==> src/rtl/mem_arb_pkg.sv <==
package mem_arb_pkg;

    localparam int TIMER_W = 16;
    localparam logic [TIMER_W-1:0] TIMER_RELOAD = 16'h0200;
    localparam int RD_W    = 32;
    localparam int NUM_REQ = 3;
    localparam int BEAT_W  = 8;
    localparam int SEG_LOG = 4;   // narrow boundary = 2**SEG_LOG words, wide = twice that

    // owner encoding; requester index i maps to owner value i+1
    typedef enum logic [1:0] {
        OWN_NONE = 2'd0,
        OWN_CPU  = 2'd1,
        OWN_REF  = 2'd2,
        OWN_IBUS = 2'd3
    } owner_e;

    // bit 0 cpu, bit 1 refresh, bit 2 burst port
    typedef logic [NUM_REQ-1:0] req_vec_t;

    typedef struct packed {
        owner_e owner;
        logic   susp;     // a burst is parked behind an inserted operation
    } arb_state_t;

    function automatic owner_e idx_to_owner(input int idx);
        return owner_e'(idx + 1);
    endfunction

    function automatic req_vec_t owner_onehot(input owner_e o);
        req_vec_t v;
        v = '0;
        if (o != OWN_NONE) v[int'(o) - 1] = 1'b1;
        return v;
    endfunction

endpackage

==> src/rtl/mem_arb_refresh_timer.sv <==
module mem_arb_refresh_timer
    import mem_arb_pkg::*;
#(
    parameter int                W      = TIMER_W,
    parameter logic [W-1:0]      RELOAD = TIMER_RELOAD
) (
    input  logic         clk,
    input  logic         rst,
    input  logic         served,
    output logic [W-1:0] count,
    output logic         pend
);
    logic expired;
    assign expired = (count == '0);

    always_ff @(posedge clk) begin
        if (rst) begin
            count <= RELOAD;
            pend  <= 1'b0;
        end else begin
            count <= expired ? RELOAD : count - 1'b1;
            if (expired)     pend <= 1'b1;
            else if (served) pend <= 1'b0;
        end
    end
endmodule

==> src/rtl/mem_arb_beat_counter.sv <==
module mem_arb_beat_counter
    import mem_arb_pkg::*;
#(
    parameter int W   = BEAT_W,
    parameter int SEG = SEG_LOG
) (
    input  logic clk,
    input  logic rst,
    input  logic clear,
    input  logic beat,
    input  logic wide,
    input  logic mark,
    output logic at_bnd
);
    localparam logic [W-1:0] MASK_N = W'((1 << SEG) - 1);
    localparam logic [W-1:0] MASK_W = W'((1 << (SEG + 1)) - 1);

    logic [W-1:0] cnt;
    logic         used;   // this boundary already gave one cut-in
    logic [W-1:0] mask;

    assign mask   = wide ? MASK_W : MASK_N;
    assign at_bnd = (cnt != '0) && ((cnt & mask) == '0) && !used;

    always_ff @(posedge clk) begin
        if (rst || clear) begin
            cnt  <= '0;
            used <= 1'b0;
        end else if (beat) begin
            cnt  <= cnt + 1'b1;
            used <= 1'b0;
        end else if (mark) begin
            used <= 1'b1;
        end
    end
endmodule

==> src/rtl/mem_arb_fcfs_queue.sv <==
module mem_arb_fcfs_queue
    import mem_arb_pkg::*;
#(
    parameter int N = NUM_REQ
) (
    input  logic         clk,
    input  logic         rst,
    input  logic         flush,
    input  logic [N-1:0] arrive,
    input  logic         pop,
    output owner_e       head,
    output logic         head_vld,
    output logic [N-1:0] queued
);
    localparam int CW = $clog2(N + 1);

    owner_e         ent   [N];
    owner_e         ent_n [N];
    logic [CW-1:0]  cnt, cnt_n;

    always_comb begin
        for (int i = 0; i < N; i++) ent_n[i] = ent[i];
        cnt_n = cnt;
        if (pop && cnt != '0) begin
            for (int i = 0; i < N - 1; i++) ent_n[i] = ent[i + 1];
            ent_n[N-1] = OWN_NONE;
            cnt_n      = cnt - 1'b1;
        end
        for (int i = 0; i < N; i++) begin
            if (arrive[i] && cnt_n < CW'(N)) begin
                ent_n[cnt_n] = idx_to_owner(i);
                cnt_n        = cnt_n + 1'b1;
            end
        end
    end

    always_comb begin
        for (int i = 0; i < N; i++) begin
            queued[i] = 1'b0;
            for (int j = 0; j < N; j++)
                if (CW'(j) < cnt && ent[j] == idx_to_owner(i)) queued[i] = 1'b1;
        end
    end

    assign head     = ent[0];
    assign head_vld = (cnt != '0);

    always_ff @(posedge clk) begin
        if (rst || flush) begin
            cnt <= '0;
            for (int i = 0; i < N; i++) ent[i] <= OWN_NONE;
        end else begin
            cnt <= cnt_n;
            for (int i = 0; i < N; i++) ent[i] <= ent_n[i];
        end
    end
endmodule

==> src/rtl/mem_arb.sv <==
module mem_arb
    import mem_arb_pkg::*;
#(
    parameter logic [TIMER_W-1:0] RELOAD = TIMER_RELOAD
) (
    input  logic            clk,
    input  logic            rst,
    input  logic            pol_we,
    input  logic            pol_wd,
    input  logic            bnd_sel,
    input  logic            cpu_req,
    input  logic            cpu_done,
    input  logic            ibus_req,
    input  logic            ibus_beat,
    input  logic            ibus_done,
    input  logic            ref_done,
    output logic            gnt_cpu,
    output logic            gnt_ref,
    output logic            gnt_ibus,
    output logic            ref_req,
    output logic [RD_W-1:0] timer_rd
);
    arb_state_t           st_q, st_n;
    logic                 policy_q;
    logic                 at_bnd, beat_clr, mark, pop;
    logic [TIMER_W-1:0]   tcount;
    req_vec_t             gnt_v, arrive, queued;
    owner_e               head;
    logic                 head_vld;

    always_ff @(posedge clk) begin
        if (rst)         policy_q <= 1'b0;
        else if (pol_we) policy_q <= pol_wd;
    end

    assign gnt_v    = owner_onehot(st_q.owner);
    assign gnt_cpu  = gnt_v[0];
    assign gnt_ref  = gnt_v[1];
    assign gnt_ibus = gnt_v[2];

    mem_arb_refresh_timer #(.W(TIMER_W), .RELOAD(RELOAD)) u_timer (
        .clk    (clk),
        .rst    (rst),
        .served (gnt_ref && ref_done),
        .count  (tcount),
        .pend   (ref_req)
    );
    assign timer_rd = {{(RD_W - TIMER_W){1'b0}}, tcount};

    mem_arb_beat_counter #(.W(BEAT_W), .SEG(SEG_LOG)) u_beats (
        .clk    (clk),
        .rst    (rst),
        .clear  (beat_clr),
        .beat   (gnt_ibus && ibus_beat),
        .wide   (bnd_sel),
        .mark   (mark),
        .at_bnd (at_bnd)
    );

    assign arrive[0] = policy_q && cpu_req  && !queued[0] && !gnt_cpu;
    assign arrive[1] = policy_q && ref_req  && !queued[1] && !gnt_ref;
    assign arrive[2] = policy_q && ibus_req && !queued[2] && !gnt_ibus;

    mem_arb_fcfs_queue #(.N(NUM_REQ)) u_queue (
        .clk      (clk),
        .rst      (rst),
        .flush    (!policy_q),
        .arrive   (arrive),
        .pop      (pop),
        .head     (head),
        .head_vld (head_vld),
        .queued   (queued)
    );

    always_comb begin
        st_n     = st_q;
        beat_clr = 1'b0;
        mark     = 1'b0;
        pop      = 1'b0;
        unique case (st_q.owner)
            OWN_NONE: begin
                if (policy_q) begin
                    if (head_vld) begin
                        pop        = 1'b1;
                        st_n.owner = head;
                        beat_clr   = (head == OWN_IBUS);
                    end
                end else if (cpu_req) begin
                    st_n.owner = OWN_CPU;
                end else if (ref_req) begin
                    st_n.owner = OWN_REF;
                end else if (st_q.susp) begin
                    st_n.owner = OWN_IBUS;
                    st_n.susp  = 1'b0;
                end else if (ibus_req) begin
                    st_n.owner = OWN_IBUS;
                    beat_clr   = 1'b1;
                end
            end
            OWN_CPU: begin
                if (cpu_done) begin
                    st_n.owner = st_q.susp ? OWN_IBUS : OWN_NONE;
                    st_n.susp  = 1'b0;
                end
            end
            OWN_REF: begin
                if (ref_done) begin
                    st_n.owner = st_q.susp ? OWN_IBUS : OWN_NONE;
                    st_n.susp  = 1'b0;
                end
            end
            OWN_IBUS: begin
                if (ibus_done) begin
                    st_n.owner = OWN_NONE;
                end else if (!policy_q) begin
                    if (ref_req) begin
                        st_n.owner = OWN_REF;
                        st_n.susp  = 1'b1;
                    end else if (cpu_req && at_bnd) begin
                        st_n.owner = OWN_CPU;
                        st_n.susp  = 1'b1;
                        mark       = 1'b1;
                    end
                end
            end
        endcase
    end

    always_ff @(posedge clk) begin
        if (rst) st_q <= '{owner: OWN_NONE, susp: 1'b0};
        else     st_q <= st_n;
    end
endmodule

==> config.mk <==
export PLATFORM = sky130hd
export DESIGN_NAME = mem_arb
export DESIGN_NICKNAME = d
export VERILOG_FILES = /design/src/rtl/mem_arb_pkg.sv /design/src/rtl/mem_arb_refresh_timer.sv /design/src/rtl/mem_arb_beat_counter.sv /design/src/rtl/mem_arb_fcfs_queue.sv /design/src/rtl/mem_arb.sv
export SDC_FILE = /design/constraint.sdc
export NUM_CORES = 1
export LEC_CHECK = 0
export ABC_AREA = 1
export ABC_CLOCK_PERIOD_IN_PS = 4050
export BUFFER_PORTS_ARGS = -buffer_cell sky130_fd_sc_hd__buf_2
export CAP_MARGIN = 20
export CORE_AREA = 3 3 71 73
export DETAILED_ROUTE_END_ITERATION = 7
export DIE_AREA = 0 0 74 76
export PLACE_DENSITY = 0.83
export SYNTH_ARGS = -nofsm -noshare
export SYNTH_HDL_FRONTEND = slang
export SYNTH_HIERARCHICAL = 1
export SYNTH_SLANG_ARGS = --single-unit
==> constraint.sdc <==
create_clock -name clk -period 4.05 [get_ports clk]
set_input_delay 0.2025 -clock clk [delete_from_list [all_inputs] [get_ports clk]]
set_output_delay 0.2025 -clock clk [all_outputs]
set_load 0.02 [all_outputs]
# [Word level (Yosys, flattened, before mapping)]
# Memory sizes are Yosys's and may differ from the RTL's.
# Index checks and enable logic that the tools add are counted.
[totals] mem_count=1 rom_bits=0 input_bits=11 ramBits=6 latch_bits=0 regBits=32
[op_classes] n_eq_ne=24 mul=0 shifts=0 n_div=0 n_lt_le_gt_ge=14 muxes=68 add_sub_neg=7 reduce_logical=52 n_bitwise=14
[memory_table] memory="u_queue.ent" words=3 word_bits=2 read_ports=3 rd_clocked_by_memory_dff=0 write_ports=3 line_no="mem_arb_fcfs_queue.sv:17" rtl="owner_e ent [N];"
[op_table] operator="2-to-1 mux 2 bit" n=18
[op_table] operator="2-to-1 mux 1 bit" n=34
[op_table] operator="logical AND 1 bit" n=31
[op_table] operator="2-to-1 mux 6 bit" n=4
[op_table] operator="2-to-1 mux 3 bit" n=6
[op_table] operator="equality test 2 bit, second input constant" n=8
[op_table] operator="logical NOT 16 bit" n=1
[op_table] operator="subtractor 16 x 1 -> 16 bit, second input constant" n=1
[op_table] operator="!= test 2 bit, second input constant" n=7
[op_table] operator="demux 2 bit (select 2 bit)" n=3
[op_table] operator="one-hot mux 3 bit (4 select lines)" n=1
[op_table] operator="greater-or-equal comparator 3 bit, second input constant" n=3
[op_table] operator="< comparator 3 x 1 -> 1 bit, second input constant" n=3
[op_table] operator="NOT 2 -> 3 bit" n=3
[op_table] operator="adder 8 x 1 -> 8 bit, second input constant" n=1
[op_table] operator="AND 8 bit" n=1
[op_table] operator="equality test 2 x 1 -> 1 bit, second input constant" n=4
[op_table] operator="logical NOT 1 bit" n=8
[op_table] operator="logical NOT 8 bit" n=1
[op_table] operator="AND reduction 8 bit" n=1
[op_table] operator="nonzero test 8 bit" n=1
[op_table] operator="adder 2 x 1 -> 2 bit, second input constant" n=3
[op_table] operator="AND 3 bit" n=2
[op_table] operator="< comparator 2 bit, second input constant" n=3
[op_table] operator="21 further kinds" n=31

# [Longest topological paths before layout]
# An unclocked memory read counts as a cell.
[logic_depth] word_depth=22 depth_mapped=20

# [Modules after synthesis]
# The synthesis kept the hierarchy.
[by_module_without_submodules] mod="mem_arb_refresh_timer" instances=1 cells_per_inst=124 seq_area_each_um2=340.3 area_per_inst_um2=842.1
[by_module_without_submodules] mod="mem_arb_fcfs_queue" instances=1 cells_per_inst=110 seq_area_each_um2=160.2 area_per_inst_um2=711.9
[by_module_without_submodules] mod="mem_arb" instances=1 cells_per_inst=108 seq_area_each_um2=80.1 area_per_inst_um2=656.9
[by_module_without_submodules] mod="mem_arb_beat_counter" instances=1 cells_per_inst=62 seq_area_each_um2=180.2 area_per_inst_um2=446.7

# [Least setup slack after synthesis]
# OpenSTA, ideal clock, no wires.
[synth_path] path_type="reg-to-reg" from="reg u_queue.cnt[0]" to="mem u_queue/ent[0][3] (netlist name)" path_slack_ps=1548 arrival_time_ps=2432 synth_period_minus_slack_ps=2502 path_stages_with_launch=18 setup_ps=70 n_path_buf=0 t_required_ps=3980 path_cell_list="dfxtp_1 > inv_1 > ha_1 > inv_2 > inv_1 > nor2_1 > nand2_4 > nand2_1 > nand2_1 > ha_1 > inv_1 > nand2_1 > inv_1 > nand2_1 > nand2_2 > nand3_2 > and2_1 > a21oi_1"
[synth_lines] item="start, declared" line_no="mem_arb_fcfs_queue.sv:19" rtl="logic [CW-1:0] cnt, cnt_n;"
[synth_lines] item="start signal, assigned" line_no="mem_arb_fcfs_queue.sv:53" rtl="cnt <= cnt_n;"
[synth_lines] item="end, declared" line_no="mem_arb_fcfs_queue.sv:17"

==> flow_summary.ini <==
[status]
outcome = finished, final reports clean

[pwr]
power_mw = 1.44
net-switching-power_mw = 0.643
p_sw_frac = 0.446
clock_power_share = 0.189
power_density_over_cell_area_nw_per_um2 = 503
total_leakage_power_nw = 1.38
p_comb_frac = 0.452
seqPwrFrac = 0.359
ir_worst_vdd_mv = 0.311
p_int_mw = 0.799

[timing]
post-route-period-util = 0.713
final-max-slew-violation-count = 0
fin_ws_ns = 1.16
fmax_mhz = 346
worst_pin_slew_ns = 0.855
finalSetupTns_ns = 0
finalSetupViolCount = 0
grt_setup_unrepaired = no
finalHoldWorstSlack_ns = 0.138
final_hold_viol_count = 0
min_period_ns = 2.89
clock_skew_ns = 0.00926
relSlewSlack = 0.425

[routing]
postRouteWirelength_um = 5770
drc_errors = 0
viasPerCell = 5.19
detailedRoute.firstIterationViolations = 171
route.vias.total = 2538
avgRoutedWirePerCell_um = 11.8
firstDrtPassIters = 5
drt.antenna.violating_nets = 0

[placed_design]
hpwlAfterDp_um = 4550
dp_cells = 481
dp_worst_setup_slack_ns = 1.21
place.port_buffers = 30
place.gp.congestion = 0.931

[clock_tree]
cts_tree = built
cts_post_setup_buffers_inserted = 0
tritoncts_num_sinks = 38
clk_path_buf_depth = 2
htree_levels = 2
clk_transition_reported_paths_ns = 0.08
cts_hold_buffers = 0
clk-insertion-delay-late_ns = 0.29
tritoncts.num_buffers = 5
ctsResizeCount = 0
clk_root_buffer_cell = sky130_fd_sc_hd__clkbuf_8

[die]
fp.dieW_um = 74
initial_util = 0.602
core_region_area_sq_um = 4410
boundaryPins = 47
placementRows = 24
overall_die_area_sq_um = 5620
overall_die_height_um = 76

[logic_synthesis]
synth_ff_type = sky130_fd_sc_hd__dfxtp_1
netlist_instances = 404
synth_enable_flop_cells = 0
synth_warnings = 6
asyncSetResetFlopFracSynth = 0
ys_ff_latch = 38
synth_area_sq_um = 2660
synth_area_per_cell_sq_um = 6.58
synth.distinct_cells = 30
synth.yosys.seq_area_share = 0.286

[grt]
grt_start_max_net_pins = 16
grt_first_pass_wirelength_um = 9630
grt.overflow.total = 0
grt_util_all_layers = 0.208
antenna_found_initial = 0
grt_pass1_vias = 2242

[layout]
antenna_cells_inserted = 0
syn2layout_area_growth_pct = 7.86
nets = 463
stdcell_count = 489
drive_gt1_frac = 0.162

[worst_setup_path]
timing_worst_setup_path_type = register to register
endpoint_kind = register
worst_endpoint_data_arrival_time_ns = 3.10
timing.critical_path.fanout_max = 10
cp.required_ns = 4.27
startpoint_type = register

[flow_run]
number_of_max_cap_violations = 0

[hold_path]
hp-class = input port to register
flip-flops by register name (all words and copies together), names as in the netlist:
signal         count
u_queue/cnt        2
u_beats/cnt        8
st_q               3
u_queue/ent        6
u_timer/count     16
u_timer/pend       1
u_beats/used       1
policy_q           1
worst max-delay path, cell delays in order, from the launching register on:
cell and delay [ns]:
sky130_fd_sc_hd__dfxtp_1 0.42, sky130_fd_sc_hd__inv_1 0.10, sky130_fd_sc_hd__ha_1 0.26, sky130_fd_sc_hd__inv_2 0.14, sky130_fd_sc_hd__inv_1 0.05, sky130_fd_sc_hd__nor2_1 0.30
sky130_fd_sc_hd__nand2_4 0.14, sky130_fd_sc_hd__nand2_1 0.12, sky130_fd_sc_hd__nand2_1 0.10, sky130_fd_sc_hd__ha_1 0.20, sky130_fd_sc_hd__inv_1 0.05, sky130_fd_sc_hd__nand2_1 0.10
sky130_fd_sc_hd__inv_1 0.16, sky130_fd_sc_hd__nand2_1 0.08, sky130_fd_sc_hd__nand2_2 0.14, sky130_fd_sc_hd__nand3_2 0.13, sky130_fd_sc_hd__nand2_1 0.10, sky130_fd_sc_hd__nand2_1 0.08
sky130_fd_sc_hd__a21oi_1 0.13
synth_stat cells (4+ instances only):
cell,count,area [sq um]
sky130_fd_sc_hd__buf_4,18,135
sky130_fd_sc_hd__nor2_1,52,195
sky130_fd_sc_hd__nand2_1,84,315
sky130_fd_sc_hd__nor4_1,5,31.3
sky130_fd_sc_hd__nor2_4,5,56.3
sky130_fd_sc_hd__dfxtp_1,38,761
sky130_fd_sc_hd__nand4_1,5,31.3
sky130_fd_sc_hd__nor2_2,8,50.1
sky130_fd_sc_hd__inv_2,4,15.0
sky130_fd_sc_hd__nand3_2,4,40.0
sky130_fd_sc_hd__o211ai_1,4,30.0
sky130_fd_sc_hd__nand3_1,29,145
sky130_fd_sc_hd__ha_1,16,200
sky130_fd_sc_hd__inv_1,62,233
sky130_fd_sc_hd__o21ai_0,13,65.1
sky130_fd_sc_hd__nand2_2,7,43.8
sky130_fd_sc_hd__a21oi_1,31,155
layout by cell type (no fill, tap or decap), types with 5 or more instances in the layout:
| cell | netlist | final |
|---|---|---|
| sky130_fd_sc_hd__inv_1 | 62 | 62 |
| sky130_fd_sc_hd__nand2_1 | 84 | 84 |
| sky130_fd_sc_hd__dfxtp_1 | 38 | 38 |
| sky130_fd_sc_hd__buf_2 | 0 | 30 |
| sky130_fd_sc_hd__a21oi_1 | 31 | 31 |
| sky130_fd_sc_hd__nand2_2 | 7 | 7 |
| sky130_fd_sc_hd__nor4_1 | 5 | 5 |
| sky130_fd_sc_hd__o21ai_0 | 13 | 13 |
| sky130_fd_sc_hd__nor2_1 | 52 | 52 |
| sky130_fd_sc_hd__ha_1 | 16 | 16 |
| sky130_fd_sc_hd__nand3_1 | 29 | 29 |
| sky130_fd_sc_hd__nor2_4 | 5 | 5 |
| sky130_fd_sc_hd__clkbuf_8 | 0 | 6 |
| sky130_fd_sc_hd__nor2_2 | 8 | 8 |
| sky130_fd_sc_hd__conb_1 | 1 | 16 |
| sky130_fd_sc_hd__nand4_1 | 5 | 5 |
metrics by stage:
step	utilization	cell area, sq um
global placement	0.628	2770
floorplan	-	2710
global route	0.649	2870
detailed placement	0.628	2770
finish	0.649	2870
CTS	0.649	2870
final cells by class:
| cell class | instances | area, sq um |
|---|---|---|
| Clock buffer | 6 | 82.6 |
| Clock inverter | 2 | 12.5 |
| Fill cell | 393 | 1550 |
| Inverter | 66 | 248 |
| Multi-Input combinational cell | 295 | 1550 |
| Sequential cell | 38 | 761 |
| Tap cell | 52 | 65.1 |
| Timing Repair Buffer | 30 | 150 |
kinds of logic (layout without fill, tap and decap cells):
kind of cell    Yosys count  count (layout)  synth area share
fa+ha+maj                16              16            0.0753
flops                    38              38             0.286
xor+xnor                  4               4            0.0132
compound gates           54              54             0.112
simple gates            205             205             0.360
buf+inv                  86             104             0.153
other cells               1              16           0.00141
power groups by stage:
stage                     Clock, mW  Combinational, mW  Sequential [mW]
after floorplan                   0              0.463            0.568
after global placement            0              0.630            0.523
after detailed placement          0              0.646            0.525
after CTS                     0.279              0.648            0.517
after global routing          0.294              0.739            0.527
final                         0.273              0.652            0.517
layer usage:
metal / vias to the layer above / GRT usage / wire length (um)
met4: 0 / 0.0761 / 104
met2: 73 / 0.348 / 2790
met1: 1138 / 0.262 / 2560
li1: 1315 / - / -
met3: 12 / 0.0356 / 316
met5: - / 0 / 0
path summary, 6_finish.rpt:
kind                                           to             start  slack (ns)  depth (start not counted)
worst max register to register  u_queue/ent[0][5]    u_queue/cnt[0]        1.16                         18
worst min register to register   u_timer/count[0]  u_timer/count[0]        0.46                          1
worst max-delay path            u_queue/ent[0][5]    u_queue/cnt[0]        1.16                         18
worst min-delay path                     policy_q            pol_wd        0.14                          3
Note: power is estimated with default switching activity, not from simulation.
